==> config.mk <==
export PLATFORM = sky130hd
export DESIGN_NAME = spi_port
export DESIGN_NICKNAME = d
export VERILOG_FILES = /design/src/rtl/spi_port_pkg.sv /design/src/rtl/spi_port_sync.sv /design/src/rtl/spi_port_clkdiv.sv /design/src/rtl/spi_port_engine.sv /design/src/rtl/spi_port.sv
export SDC_FILE = /design/constraint.sdc
export NUM_CORES = 1
export LEC_CHECK = 0
export ABC_AREA = 1
export ABC_CLOCK_PERIOD_IN_PS = 1880
export BUFFER_PORTS_ARGS = -buffer_cell sky130_fd_sc_hd__buf_2
export CAP_MARGIN = 20
export CORE_UTILIZATION = 57
export DETAILED_ROUTE_END_ITERATION = 8
export PLACE_DENSITY = 0.85
export RECOVER_POWER = 25
export SLEW_MARGIN = 40
export SYNTH_ARGS = -nofsm -noshare
export SYNTH_HDL_FRONTEND = slang
export SYNTH_SLANG_ARGS = --single-unit
==> constraint.sdc <==
create_clock -name clk -period 1.88 [get_ports clk]
set_input_delay 0.376 -clock clk [delete_from_list [all_inputs] [get_ports clk]]
set_output_delay 0.376 -clock clk [all_outputs]
set_load 0.01 [all_outputs]
==> src/rtl/spi_port_pkg.sv <==
package spi_port_pkg;
    localparam int DATA_W = 8;
    localparam int ADDR_W = 2;

    localparam logic [ADDR_W-1:0] ADDR_CTL  = 2'd0;
    localparam logic [ADDR_W-1:0] ADDR_STAT = 2'd1;
    localparam logic [ADDR_W-1:0] ADDR_DATA = 2'd2;

    localparam int CTL_IGN  = 7;
    localparam int CTL_EN   = 6;
    localparam int CTL_LSB  = 5;
    localparam int CTL_MST  = 4;
    localparam int CTL_CPOL = 3;
    localparam int CTL_CPHA = 2;

    typedef enum logic [1:0] {
        ST_IDLE,
        ST_LEAD,
        ST_TRAIL,
        ST_FINISH
    } spi_state_e;
endpackage

==> src/rtl/spi_port_sync.sv <==
module spi_port_sync #(
    parameter int   STAGES  = 2,
    parameter logic RST_VAL = 1'b0
) (
    input  logic clk,
    input  logic rst_n,
    input  logic d,
    output logic q
);
    logic [STAGES-1:0] chain_q;

    always_ff @(posedge clk or negedge rst_n) begin
        if (!rst_n) begin
            chain_q <= {STAGES{RST_VAL}};
        end else begin
            chain_q <= {chain_q[STAGES-2:0], d};
        end
    end

    assign q = chain_q[STAGES-1];
endmodule

==> src/rtl/spi_port_clkdiv.sv <==
module spi_port_clkdiv #(
    parameter int CNT_W = 7
) (
    input  logic       clk,
    input  logic       rst_n,
    input  logic       run,
    input  logic [1:0] rate,
    output logic       tick
);
    logic [CNT_W-1:0] cnt_q;
    logic [CNT_W-1:0] half_m1;

    // half period minus one, in system clocks, for divisors 4/16/64/128
    always_comb begin
        unique case (rate)
            2'd0: half_m1 = CNT_W'(1);
            2'd1: half_m1 = CNT_W'(7);
            2'd2: half_m1 = CNT_W'(31);
            2'd3: half_m1 = CNT_W'(63);
        endcase
    end

    assign tick = run && (cnt_q == half_m1);

    always_ff @(posedge clk or negedge rst_n) begin
        if (!rst_n) begin
            cnt_q <= '0;
        end else if (!run || tick) begin
            cnt_q <= '0;
        end else begin
            cnt_q <= cnt_q + CNT_W'(1);
        end
    end
endmodule

==> src/rtl/spi_port_engine.sv <==
module spi_port_engine
    import spi_port_pkg::*;
#(
    parameter int BITS = 8,
    localparam int CW = $clog2(BITS)
) (
    input  logic            clk,
    input  logic            rst_n,
    input  logic            en,
    input  logic            master,
    input  logic            cpha,
    input  logic            lsb_first,
    input  logic            load,
    input  logic [BITS-1:0] load_byte,
    input  logic            start,
    input  logic            tick,
    input  logic            slv_lead,
    input  logic            slv_trail,
    input  logic            slv_abort,
    input  logic            ser_in,
    output logic            ser_out,
    output logic            sclk_active,
    output logic            busy,
    output logic            finish,
    output logic [BITS-1:0] rx_byte
);
    spi_state_e state_q, state_d;

    logic [BITS-1:0] sh_q;
    logic [CW-1:0]   cnt_q;
    logic            samp_q;
    logic            out_q;
    logic            lead_ev;
    logic            trail_ev;
    logic            abort;
    logic            last_bit;
    logic            head_bit;
    logic            shift_in;

    assign head_bit = lsb_first ? sh_q[0] : sh_q[BITS-1];
    assign last_bit = (cnt_q == CW'(BITS-1));
    assign abort    = !en || (!master && slv_abort);
    assign lead_ev  = master ? (state_q == ST_LEAD && tick)
                             : (slv_lead && (state_q == ST_IDLE || state_q == ST_LEAD));
    assign trail_ev = master ? (state_q == ST_TRAIL && tick)
                             : (slv_trail && state_q == ST_TRAIL);
    assign shift_in = cpha ? ser_in : samp_q;

    // state register
    always_ff @(posedge clk or negedge rst_n) begin
        if (!rst_n) begin
            state_q <= ST_IDLE;
        end else begin
            state_q <= state_d;
        end
    end

    // next state
    always_comb begin
        state_d = state_q;
        unique case (state_q)
            ST_IDLE: begin
                if (en && master && start) begin
                    state_d = ST_LEAD;
                end else if (en && !master && lead_ev) begin
                    state_d = ST_TRAIL;
                end
            end
            ST_LEAD: begin
                if (abort) begin
                    state_d = ST_IDLE;
                end else if (lead_ev) begin
                    state_d = ST_TRAIL;
                end
            end
            ST_TRAIL: begin
                if (abort) begin
                    state_d = ST_IDLE;
                end else if (trail_ev) begin
                    state_d = last_bit ? ST_FINISH : ST_LEAD;
                end
            end
            ST_FINISH: state_d = ST_IDLE;
        endcase
    end

    // datapath
    always_ff @(posedge clk or negedge rst_n) begin
        if (!rst_n) begin
            sh_q    <= '0;
            cnt_q   <= '0;
            samp_q  <= 1'b0;
            out_q   <= 1'b0;
            rx_byte <= '0;
        end else begin
            if (state_q == ST_IDLE) begin
                cnt_q <= '0;
                if (load) begin
                    sh_q <= load_byte;
                end
            end
            if (en && lead_ev) begin
                if (cpha) begin
                    out_q <= head_bit;
                end else begin
                    samp_q <= ser_in;
                end
            end
            if (en && trail_ev) begin
                sh_q  <= lsb_first ? {shift_in, sh_q[BITS-1:1]}
                                   : {sh_q[BITS-2:0], shift_in};
                cnt_q <= cnt_q + CW'(1);
            end
            if (state_q == ST_FINISH) begin
                rx_byte <= sh_q;
            end
        end
    end

    // outputs
    always_comb begin
        ser_out     = cpha ? out_q : head_bit;
        sclk_active = master && (state_q == ST_TRAIL);
        busy        = (state_q != ST_IDLE);
        finish      = (state_q == ST_FINISH);
    end
endmodule

==> src/rtl/spi_port.sv <==
module spi_port
    import spi_port_pkg::*;
(
    input  logic              clk,
    input  logic              rst_n,
    input  logic              bus_sel,
    input  logic              bus_wr,
    input  logic              bus_rd,
    input  logic [ADDR_W-1:0] bus_addr,
    input  logic [DATA_W-1:0] bus_wdata,
    output logic [DATA_W-1:0] bus_rdata,
    output logic              sclk_o,
    input  logic              sclk_i,
    output logic              mosi_o,
    input  logic              mosi_i,
    output logic              miso_o,
    input  logic              miso_i,
    output logic              miso_oe,
    input  logic              ss_n_i
);
    logic [DATA_W-1:0] ctl_q;
    logic [DATA_W-1:0] rx_byte;
    logic              done_q;
    logic              wcol_q;
    logic              armed_q;

    logic ss_s, sclk_s, sclk_d;
    logic en, is_master, cpol;
    logic wr_ctl, wr_data, rd_stat, rd_data;
    logic eng_busy, eng_finish, eng_active, eng_out, tick;
    logic slv_lead, slv_trail, sclk_chg;

    spi_port_sync #(.STAGES(2), .RST_VAL(1'b1)) u_ss_sync (
        .clk(clk), .rst_n(rst_n), .d(ss_n_i), .q(ss_s)
    );
    spi_port_sync #(.STAGES(2), .RST_VAL(1'b0)) u_sclk_sync (
        .clk(clk), .rst_n(rst_n), .d(sclk_i), .q(sclk_s)
    );

    always_ff @(posedge clk or negedge rst_n) begin
        if (!rst_n) begin
            sclk_d <= 1'b0;
        end else begin
            sclk_d <= sclk_s;
        end
    end

    assign en        = ctl_q[CTL_EN];
    assign cpol      = ctl_q[CTL_CPOL];
    assign is_master = ctl_q[CTL_IGN] ? ctl_q[CTL_MST] : ss_s;
    assign sclk_chg  = (sclk_s != sclk_d);
    assign slv_lead  = !ss_s && sclk_chg && (sclk_s != cpol);
    assign slv_trail = !ss_s && sclk_chg && (sclk_s == cpol);

    assign wr_ctl  = bus_sel && bus_wr && (bus_addr == ADDR_CTL);
    assign wr_data = bus_sel && bus_wr && (bus_addr == ADDR_DATA);
    assign rd_stat = bus_sel && bus_rd && (bus_addr == ADDR_STAT);
    assign rd_data = bus_sel && bus_rd && (bus_addr == ADDR_DATA);

    spi_port_clkdiv #(.CNT_W(7)) u_div (
        .clk(clk), .rst_n(rst_n),
        .run(eng_busy && is_master),
        .rate(ctl_q[1:0]),
        .tick(tick)
    );

    spi_port_engine #(.BITS(DATA_W)) u_eng (
        .clk(clk), .rst_n(rst_n),
        .en(en), .master(is_master),
        .cpha(ctl_q[CTL_CPHA]), .lsb_first(ctl_q[CTL_LSB]),
        .load(wr_data && !eng_busy), .load_byte(bus_wdata),
        .start(wr_data && !eng_busy),
        .tick(tick),
        .slv_lead(slv_lead), .slv_trail(slv_trail), .slv_abort(ss_s),
        .ser_in(is_master ? miso_i : mosi_i),
        .ser_out(eng_out), .sclk_active(eng_active),
        .busy(eng_busy), .finish(eng_finish),
        .rx_byte(rx_byte)
    );

    // register file and flags
    always_ff @(posedge clk or negedge rst_n) begin
        if (!rst_n) begin
            ctl_q   <= '0;
            done_q  <= 1'b0;
            wcol_q  <= 1'b0;
            armed_q <= 1'b0;
        end else begin
            if (wr_ctl) begin
                ctl_q <= bus_wdata;
            end
            if (rd_stat && (done_q || wcol_q)) begin
                armed_q <= 1'b1;
            end
            if (rd_data && armed_q) begin
                done_q  <= 1'b0;
                wcol_q  <= 1'b0;
                armed_q <= 1'b0;
            end
            if (wr_data && eng_busy) begin
                wcol_q <= 1'b1;
            end
            if (eng_finish) begin
                done_q <= 1'b1;
            end
        end
    end

    always_comb begin
        unique case (bus_addr)
            ADDR_CTL:  bus_rdata = ctl_q;
            ADDR_STAT: bus_rdata = {done_q, wcol_q, {(DATA_W-2){1'b0}}};
            ADDR_DATA: bus_rdata = rx_byte;
            default:   bus_rdata = '0;
        endcase
    end

    assign sclk_o  = cpol ^ eng_active;
    assign mosi_o  = en && is_master && eng_out;
    assign miso_o  = eng_out;
    assign miso_oe = en && !is_master && !ss_s;
endmodule

==> flow_results.org <==
** Timing
- The worst pin sits at a relative slew slack of -6.85%.
- Setup violations, final :: 0
- Final worst setup slack :: 0.0781 ns
- Summed negative setup slack over all endpoints :: 0 ns
- Setup repair after global routing could not meet its margin everywhere.
- For the pin with the worst max-slew slack, the measured transition is 1.60 ns.
- Number of failing hold endpoints at the final stage :: 0
- For the finished layout, the period the worst path requires is approximately 1.8 ns.
- Slew Limit Fails :: 31
- Achievable clock frequency :: 555 MHz
- In the finished design, the share of the clock period the worst path needs comes to ~96%.
- Clock skew :: between 0.006 and 0.007 ns
- Fin Hold WS :: between 0.15 and 0.2 ns

** Placed design
- DP HPWL :: approximately 4200 um
- Placer congestion estimate :: roughly 0.94
- In this run the tool buffered the top-level ports with 30 buffer cells.
- Dpl ws :: approximately 0.24 ns

** Routing
- For this block, the via count after detailed routing is 2252.
- Routed length per instance :: about 14 um
- Average via count per standard cell :: 5.59
- Summed over all layers, the routed wires come to 5670 um.
- Detailed-route DRC error count :: 0
- Initial DRC count :: between 150 and 200
- The count of nets left with antenna violations once routing finished came out at 0.
- The first detailed-routing pass took 5 iterations.

** Layout
- Share of post-route cells with drive strength above 1 :: 20.7%
- Compared with the post-synthesis result, the final layout area differs by 13.1%.
- The number of antenna diodes in the final layout is 0.
- For this run, the post-layout net count is roughly 370.

** Logic synthesis
- The number of nets in the synthesized netlist is 337.
- The commonest cells after synthesis are 75 x nand2_1, 48 x nand3_1, 44 x dfrtp_1, 29 x inv_1, 29 x nor2_1.
- By instance count, the leading cell after synthesis is nand2_1.
- Mapped Area :: about 2500 um2
- Top area cells in the synthesized netlist :: dfrtp_1 45%, nand2_1 11%, nand3_1 9.8%, o21ai_0 5.1%, inv_1 4.4%
- Average footprint of a synthesized cell :: roughly 7.8 um2
- Yosys top cell by area :: dfrtp_1
- Sequential elements use a little under half of the synthesized area.
- Register bit total from synthesis :: 46
- Counting flops with a built-in enable in the synthesized netlist gives 0.
- Leading register cell type out of synthesis :: dfrtp_1
- Count of warnings emitted by yosys :: 0
- The synthesized design devotes to its leading area cell type 44.9% of total area.
- Of all flip-flops after synthesis, the portion carrying an async set or reset was between 90% and 100%.
- Gate count of the mapped netlist :: 315
- Counting distinct cell types in the post-synthesis netlist gives 31.

** Clock tree
- Cell at the root of the clock tree :: clkbuf_8
- Counting every sink on the clock net gives 46.
- Worst-path clk slew :: around 0.08 ns
- The clock passes through at most 2 buffers.
- Number of buffers inserted during clock tree synthesis :: 5
- Insertion delay to the later sink of the worst-skew pair :: approximately 0.3 ns
- Quantity of hold-fixing buffers added after cts :: 0
- H-Tree Level Count :: 2
- TritonCTS built the clock tree.

** Floorplan
- Floorplan die height :: slightly below 70 um
- Floorplan row count :: 23
- In this run the standard cell core region covers approximately 4100 um2.
- Initial Util :: roughly three fifths
- Top-level port count :: 31
- The die covers roughly 4600 um2.
- In this run the horizontal extent of the chip is ~68 um.

** Worst setup path
- CP max stage delay :: between 0.5 and 0.6 ns
- STA classifies the critical path endpoint as an output pin.
- The worst setup path is of the flop to output pin kind.
- For this design, the slowest cell found on the critical path is dfstp_2.
- The critical path goes through inv_2, nand2_2, nand2_4, nor2_4, xor2_1, buf_2.
- CP startpoint kind :: flop
- Data arrival time at the worst-slack endpoint :: between 1 and 1.5 ns
- Required time at the endpoint of the critical path :: 1.50 ns
- Along the worst path, the maximum fanout reaches 9.

** Global route
- All-layer global routing usage :: approximately 29%
- Number of antenna violations at the first check in global routing :: 0
- The via count of the first global-routing pass was between 2000 and 2500.
- Global-route wire length before repair :: between 9000 and 10000 um
- For this run the aggregate overflow at the end of global routing stands at 0.
- Largest net degree at the start of global routing :: 31

** Pwr
- Power consumption :: 3360 uW
- Power density over the cells :: roughly 1200 nW/um2
- Across the VDD grid, the largest voltage drop is 0.000734 V.
- Summed over all cells, the static leakage comes to 0.00143 uW.

** Worst hold path
- Worst min path class :: input port to flop

** Job
- Max-cap violations in this run came to 1.

** Outcome
- The checks that failed: capacitance limit, slew limit.
- Run status :: finished, violations left
==> cells by family after synthesis <==
logic type / Yosys count / share of synthesized area (%)
multiplexers: 1 / 0.459
XOR/XNOR: 5 / 1.78
adder cells (fa/ha/maj): 3 / 1.53
AND/OR/NAND/NOR: 180 / 33.8
buffers and inverters: 41 / 7.08
AO/OA/AOI/OAI: 39 / 8.31
flip-flops: 46 / 47.0
==> report_power, final <==
| part | internal [uW] | switching, uW |
|---|---|---|
| Sequential | 1280 | 236 |
| Clock | 263 | 339 |
| Combinational | 442 | 795 |
| Total | 1990 | 1370 |
==> registers in the layout, summed over array words and instances, names as in the netlist <==
signal / flops
armed_q: 1
ctl_q: 8
done_q: 1
sclk_d: 1
u_div.cnt_q: 7
u_eng.cnt_q: 3
u_eng.out_q: 1
u_eng.rx_byte: 8
u_eng.samp_q: 1
u_eng.sh_q: 8
u_eng.state_q: 2
u_sclk_sync.chain_q: 2
u_ss_sync.chain_q: 2
wcol_q: 1
==> layout by cell type, fill, tap and decap left out, drive strengths merged <==
master / count
nand4: 5
clkbuf: 7
nand2: 85
dfstp: 2
nand3: 50
inv: 33
and2: 1
o211ai: 2
nor2: 34
clkinv: 3
mux2: 1
o21ai: 28
buf: 36
nor3: 1
or2: 2
dfrtp: 44
xnor2: 2
a21oi: 9
xor2: 3
ha: 3
nor3b: 2
==> layer usage <==
metal | track usage, % | part of all wire [%] | vias up
li1 | - | - | 1092
met5 | 0 | 0 | -
met4 | 14.1 | 2.5 | 0
met2 | 42.9 | 47 | 96
met3 | 6.25 | 7.2 | 17
met1 | 40.5 | 43 | 1047
==> path summary, 6_finish.rpt <==
check / startpoint / end / slack [ns] / cells after the start
worst max-delay path: u_ss_sync.chain_q[1] / sclk_o / 0.08 / 6
worst min-delay path: ss_n_i / u_ss_sync.chain_q[0] / 0.17 / 1
worst max register to register: u_ss_sync.chain_q[1] / u_eng.sh_q[0] / 0.21 / 9
worst min register to register: u_ss_sync.chain_q[0] / u_ss_sync.chain_q[1] / 0.37 / 0
max in group asynchronous: rst_n / ctl_q[2] / 0.37 / 1
min in group asynchronous: rst_n / u_eng.sh_q[4] / 0.46 / 1
==> repair_timing <==
item                       CTS  global route
setup endpoints to repair    1             4
buffers inserted             0             1
resized for setup            1             5
==> metrics by stage <==
| stage | instances | instance area [um2] | util, % |
|---|---|---|---|
| 2_1_floorplan | 315 | 2450 | - |
| 3_3_place_gp | 394 | 2670 | 65.7 |
| 3_5_place_dp | 394 | 2670 | 65.7 |
| 4_1_cts | 402 | 2760 | 67.9 |
| 5_1_grt | 403 | 2780 | 68.4 |
| 6_report | 403 | 2780 | 68.4 |
==> worst max-delay path: cells and delay by family (launching register included) <==
family	cells	cell delay (ns)
DFF	1	0.56
and+or+nand+nor	3	0.25
buffers and inverters	2	0.19
xor gates and xnor gates	1	0.14
==> layout make-up <==
class	instances	area (um2)
clock buffer	6	72.6
clock inverter	2	13.8
fill	339	1280
inverter	34	128
multi-input combinational	228	1140
sequential	46	1150
tap	50	62.6
timing repair buffer	37	205
Note: power is estimated with default switching activity, not from simulation.
